===== config.mk =====
export PLATFORM = sky130hd
export DESIGN_NAME = sysq_queue
export DESIGN_NICKNAME = d
export VERILOG_FILES = /design/src/rtl/sysq_pkg.sv /design/src/rtl/sysq_flags.sv /design/src/rtl/sysq_cell.sv /design/src/rtl/sysq_queue.sv
export SDC_FILE = /design/constraint.sdc
export NUM_CORES = 1
export LEC_CHECK = 0
export BUFFER_PORTS_ARGS = -buffer_cell sky130_fd_sc_hd__buf_2
export CAP_MARGIN = 5
export CORE_ASPECT_RATIO = 0.8
export CORE_UTILIZATION = 40
export CTS_BUF_LIST = sky130_fd_sc_hd__clkbuf_16
export DETAILED_ROUTE_END_ITERATION = 7
export GPL_TIMING_DRIVEN = 0
export SLEW_MARGIN = 20
export SYNTH_ARGS = -nofsm -noshare
export SYNTH_HDL_FRONTEND = slang
export SYNTH_SLANG_ARGS = --single-unit

===== constraint.sdc =====
create_clock -name clk -period 10.4 [get_ports clk]
set_input_delay 2.6 -clock clk [delete_from_list [all_inputs] [get_ports clk]]
set_output_delay 2.6 -clock clk [all_outputs]
set_load 0.02 [all_outputs]

===== src/rtl/sysq_pkg.sv =====
package sysq_pkg;
  parameter int TIME_W = 16;
  parameter int PER_W  = 16;
  parameter int PRIO_W = 8;
  parameter int ID_W   = 6;
  parameter int STAT_W = 2;
  localparam int KEY_W = (TIME_W > PRIO_W) ? TIME_W : PRIO_W;

  typedef struct packed {
    logic              vld;
    logic [TIME_W-1:0] tkey;
    logic [PER_W-1:0]  per;
    logic [PRIO_W-1:0] prio;
    logic [ID_W-1:0]   id;
    logic [STAT_W-1:0] stat;
  } sysq_ent_t;

  localparam sysq_ent_t ENT_NONE = '0;

  // Ordering key of a record under the current selection
  function automatic logic [KEY_W-1:0] sort_key(input sysq_ent_t e, input logic by_prio);
    sort_key = by_prio ? KEY_W'(e.prio) : KEY_W'(e.tkey);
  endfunction
endpackage


===== src/rtl/sysq_flags.sv =====
module sysq_flags (
  input  logic push,
  input  logic pop,
  input  logic head_vld,
  input  logic tail_vld,
  output logic empty,
  output logic full,
  output logic pop_go,
  output logic push_go,
  output logic push_drop
);
  always_comb begin
    empty     = !head_vld;
    full      = tail_vld;
    pop_go    = pop && !empty;
    // a pop in the same cycle frees the slot a full queue needs
    push_go   = push && (!full || pop_go);
    push_drop = push && !push_go;
  end
endmodule


===== src/rtl/sysq_cell.sv =====
module sysq_cell
  import sysq_pkg::*;
(
  input  logic      clk,
  input  logic      rst_n,
  input  logic      by_prio,
  input  logic      pop_go,
  input  logic      push_go,
  input  sysq_ent_t new_ent,
  input  sysq_ent_t right_q,
  input  sysq_ent_t left_view,
  input  logic      left_worse,
  output sysq_ent_t q,
  output sysq_ent_t view,
  output logic      worse
);
  sysq_ent_t nxt;
  logic      ld_en;

  // view: the record this cell would hold after a pop alone
  always_comb begin
    view  = pop_go ? right_q : q;
    // strict compare keeps equal keys in arrival order
    worse = !view.vld || (sort_key(view, by_prio) > sort_key(new_ent, by_prio));
  end

  always_comb begin
    nxt = view;
    if (push_go) begin
      if (worse && !left_worse) nxt = new_ent;
      else if (worse)           nxt = left_view;
    end
  end

  assign ld_en = pop_go || push_go;

  always_ff @(posedge clk or negedge rst_n) begin
    if (!rst_n)     q <= ENT_NONE;
    else if (ld_en) q <= nxt;
  end
endmodule


===== src/rtl/sysq_queue.sv =====
module sysq_queue
  import sysq_pkg::*;
#(
  parameter int DEPTH = 8
) (
  input  logic              clk,
  input  logic              rst_n,
  input  logic              key_sel,
  input  logic              push,
  input  logic [TIME_W-1:0] push_time,
  input  logic [PER_W-1:0]  push_period,
  input  logic [PRIO_W-1:0] push_prio,
  input  logic [ID_W-1:0]   push_id,
  input  logic [STAT_W-1:0] push_stat,
  input  logic              pop,
  output logic [TIME_W-1:0] head_time,
  output logic [PER_W-1:0]  head_period,
  output logic [PRIO_W-1:0] head_prio,
  output logic [ID_W-1:0]   head_id,
  output logic [STAT_W-1:0] head_stat,
  output logic              empty,
  output logic              full,
  output logic              push_drop
);
  localparam int LAST = DEPTH - 1;

  sysq_ent_t new_ent;
  sysq_ent_t q_a [DEPTH];
  sysq_ent_t v_a [DEPTH];
  logic      w_a [DEPTH];
  logic      pop_go, push_go;

  always_comb begin
    new_ent      = ENT_NONE;
    new_ent.vld  = 1'b1;
    new_ent.tkey = push_time;
    new_ent.per  = push_period;
    new_ent.prio = push_prio;
    new_ent.id   = push_id;
    new_ent.stat = push_stat;
  end

  sysq_flags u_flags (
    .push      (push),
    .pop       (pop),
    .head_vld  (q_a[0].vld),
    .tail_vld  (q_a[LAST].vld),
    .empty     (empty),
    .full      (full),
    .pop_go    (pop_go),
    .push_go   (push_go),
    .push_drop (push_drop)
  );

  for (genvar i = 0; i < DEPTH; i++) begin : g_cell
    sysq_ent_t lv, rq;
    logic      lw;
    if (i == 0) begin : g_head
      assign lv = ENT_NONE;
      assign lw = 1'b0;
    end else begin : g_mid
      assign lv = v_a[i-1];
      assign lw = w_a[i-1];
    end
    if (i == LAST) begin : g_tail
      assign rq = ENT_NONE;
    end else begin : g_body
      assign rq = q_a[i+1];
    end

    sysq_cell u_cell (
      .clk        (clk),
      .rst_n      (rst_n),
      .by_prio    (key_sel),
      .pop_go     (pop_go),
      .push_go    (push_go),
      .new_ent    (new_ent),
      .right_q    (rq),
      .left_view  (lv),
      .left_worse (lw),
      .q          (q_a[i]),
      .view       (v_a[i]),
      .worse      (w_a[i])
    );

    if (i < LAST) begin : g_chk
      p_packed_r8: assert property (@(posedge clk) disable iff (!rst_n)
        q_a[i+1].vld |-> q_a[i].vld)
        else $error("occupied cell behind a hole");
    end
  end

  assign head_time   = q_a[0].tkey;
  assign head_period = q_a[0].per;
  assign head_prio   = q_a[0].prio;
  assign head_id     = q_a[0].id;
  assign head_stat   = q_a[0].stat;

  p_drop_hold_r5: assert property (@(posedge clk) disable iff (!rst_n)
    push_drop |=> full && q_a[0] == $past(q_a[0]))
    else $error("refused push disturbed the queue");

  p_empty_pop_r6: assert property (@(posedge clk) disable iff (!rst_n)
    (empty && pop && !push) |=> empty)
    else $error("pop on empty queue created a record");

  p_swap_full_r7: assert property (@(posedge clk) disable iff (!rst_n)
    (full && pop && push) |=> full)
    else $error("push with pop on full queue lost occupancy");

  p_push_empty_r10: assert property (@(posedge clk) disable iff (!rst_n)
    (empty && push) |=> !empty && head_id == $past(push_id))
    else $error("push into empty queue not at head");

  if (DEPTH > 1) begin : g_adv
    p_pop_adv_r2: assert property (@(posedge clk) disable iff (!rst_n)
      (pop && !push && !empty) |=> q_a[0] == $past(q_a[1]))
      else $error("pop did not advance second record to head");
  end
endmodule


==> results_dict.tcl <==
set metrics [dict create \
    total_power_mw 10.52 \
    cts_inserted_buffers 47 \
    wl_met1_mm 48.59 \
    yosysWarnings 0 \
    core_um2 64590 \
    grt_pass1_vias 24070 \
    antenna_found_initial 5 \
    end_kind "register" \
    viasPerCell 6.239 \
    cts_root_buf "clkbuf_16" \
    status "completed" \
    die_h_um 231.5 \
    syn_area_um2 26350 \
    syn_to_final_growth_pct 12.43 \
    nets 3166 \
    regMostFlops "g_cell.u_cell.q" \
    wl_met3_mm 10.49 \
    drive_gt1_frac 0.1201 \
    cts_hold_buf 0 \
    dominantRegCellSynth "dfrtp_1" \
    routed.top_layer "met5" \
    instances_no_fill 3877 \
    hold_class "register to register" \
    synth_edf_count 0 \
    rsz0062_at_grt "no" \
    crit_type "input pin to register" \
    num_rows 83 \
    final_core_util 0.4586 \
    pwr_density_cell_nw_per_um2 355.1 \
    arrival_ns 10.01 \
    io_buffers 94 \
    drv_cap 0 \
    finalHoldViolCount 0 \
    initial_core_util 0.4079 \
    async_reset_ff_frac 1.000 \
    grt_first_pass_wirelength_mm 157.1 \
    clock.fmax_mhz 105.2 \
    syn_nets 3018 \
    maxSlewHeadroom 0.1821 \
    clk_path_buf_depth 3 \
    hpwlAfterDp_mm 83.19 \
    drt_first_pass_iters 6 \
    dp_cells 3786 \
    yosysSeqAreaShare 0.3723 \
    grt_usage 0.3196 \
    cts_tree "done" \
    holdWs_ns 0.5130 \
    cp_max_fo 10 \
    slew_viol_final 0 \
    dr_total_vias 24190 \
    synth_area_leaders "dfrtp_1 (37%), mux2i_1 (19%), nand2_1 (8.0%), ha_1 (6.1%), mux2_2 (4.6%)" \
    synth_top_area_frac 0.3723 \
    ir_worst_vdd_uv 136.0 \
    grt_overflow 0 \
    fin_crit_ns 9.501 \
    drtIter0Drc 2770 \
    antenna_left 0 \
    clock_latency_ns 0.62 \
    power.leakage_nw 14.82 \
    r2r_slack_ns 2.61 \
    yosysTopAreaCell "dfrtp_1" \
    skew_ns 0.04381 \
    cts_resized 0 \
    path_clk_slew_ns 0.06 \
    synth_cell_type_count 55 \
    cp_data_required_time_ns 10.91 \
    cts_sinks 392 \
    synth.avg_cell_area_um2 9.286 \
    wl_met2_mm 44.65 \
    wl_per_cell_um 27.80 \
    drt-total-wl_mm 107.8 \
    place_congestion 0.9977 \
    synth_seq_cells 392 \
    die_w_um 288.9 \
    finalSetupViolations 0 \
    io_pins 104 \
    drc 0 \
    startpoint_type "input pin" \
    cts_setup_buffers 0 \
    syn_inst 2837 \
    fin_crit_sh 0.9136 \
    top_regs "g_cell.u_cell.q: 392 flops" \
    h-tree-depth 2 \
    die-area_um2 66900 \
    largest_reg_flops 392 \
    grt_max_degree 78 \
    tightest_slew_ns 1.216 \
]
[path summary, 6_finish.rpt]
path                                     endpoint  cells after the start                    from
min reg2reg                 g_cell[7].u_cell.q[5]                      1   g_cell[7].u_cell.q[5]
max                        g_cell[1].u_cell.q[29]                     13                 key_sel
min in group asynchronous  g_cell[0].u_cell.q[41]                      1                   rst_n
min                         g_cell[7].u_cell.q[5]                      1   g_cell[7].u_cell.q[5]
max in group asynchronous   g_cell[1].u_cell.q[2]                      4                   rst_n
max reg2reg                g_cell[1].u_cell.q[29]                     18  g_cell[0].u_cell.q[48]
[Yosys cell counts (all sizes together) (60+ instances only)]
library cell / instances
o21ai: 134
ha: 128
a21oi: 164
mux2i: 509
dfrtp: 392
clkbuf: 170
nor2: 88
o31ai: 60
and3: 69
buf: 60
nand2: 563
mux2: 107
[critical path, stage by stage]
cell and delay, ns:
clkbuf_1 0.74, clkbuf_1 0.66, clkbuf_1 0.94, mux2i_1 0.99, ha_1 0.41, nor2b_1 0.14, o211ai_1 0.40, a2111oi_0 0.27
o41ai_2 1.05, clkbuf_1 0.87, clkbuf_1 0.64, o21ai_0 0.18, o31ai_1 0.11
[layout by cell type, fill, tap and decap left out, types with 24 or more instances in the layout]
cell type  instances
a221o_1           50
inv_1             64
o31ai_1           60
buf_2            120
a31o_2            40
o32ai_1           47
nand2_1          563
ha_1             128
clkbuf_16         48
nor2_1            88
a21oi_1          163
o21ai_0          133
mux2_2           107
dfrtp_1          392
buf_1             30
nand4_1           26
mux2i_1          507
nor2b_1           24
clkbuf_1         160
nor3b_1           40
and3_1            69
[report_power, final]
group / internal, mW / switching (mW)
Clock: 1.01 / 0.736
Combinational: 2.16 / 3.97
Sequential: 2.21 / 0.427
[cell type report]
type                            count  area (um^2)
Tap cell                          850         1064
Clock inverter                     39        367.9
Multi-Input combinational cell   2163        15430
Clock buffer                       48         1201
Inverter                           52        195.2
Fill cell                        6241        34970
Timing Repair Buffer               99        618.1
Buffer                            230        920.9
Sequential cell                   392         9809
Antenna cell                        4        10.01
[per-layer routing]
metal | vias to the layer above | global-route usage
li1 | 10570 | -
met1 | 12170 | 0.4626
met2 | 1246 | 0.4624
met3 | 199 | 0.07254
met4 | 4 | 0.1125
met5 | - | 0
[cells by family (layout without fill, tap and decap cells)]
group,Yosys count,in the layout,share of synthesized area
AND/OR/NAND/NOR,872,872,0.1469
multiplexers,616,616,0.2391
AO/OA/AOI/OAI,547,547,0.1386
flip-flops,392,392,0.3723
buffers and inverters,282,468,0.04222
adder cells (fa/ha/maj),128,128,0.06079
other,0,4,0
[metrics by stage]
step	TNS (ns)	setup slack, ns	cell area (um^2)
floorplan	0	3.791	26350
detailed placement	0	0.6289	28040
finish	0	0.8988	29620
CTS	0	1.252	29610
global route	0	0.9301	29620
global placement	-583.48	-1.528	27880
No activity file was read; power rests on OpenSTA's default activity.
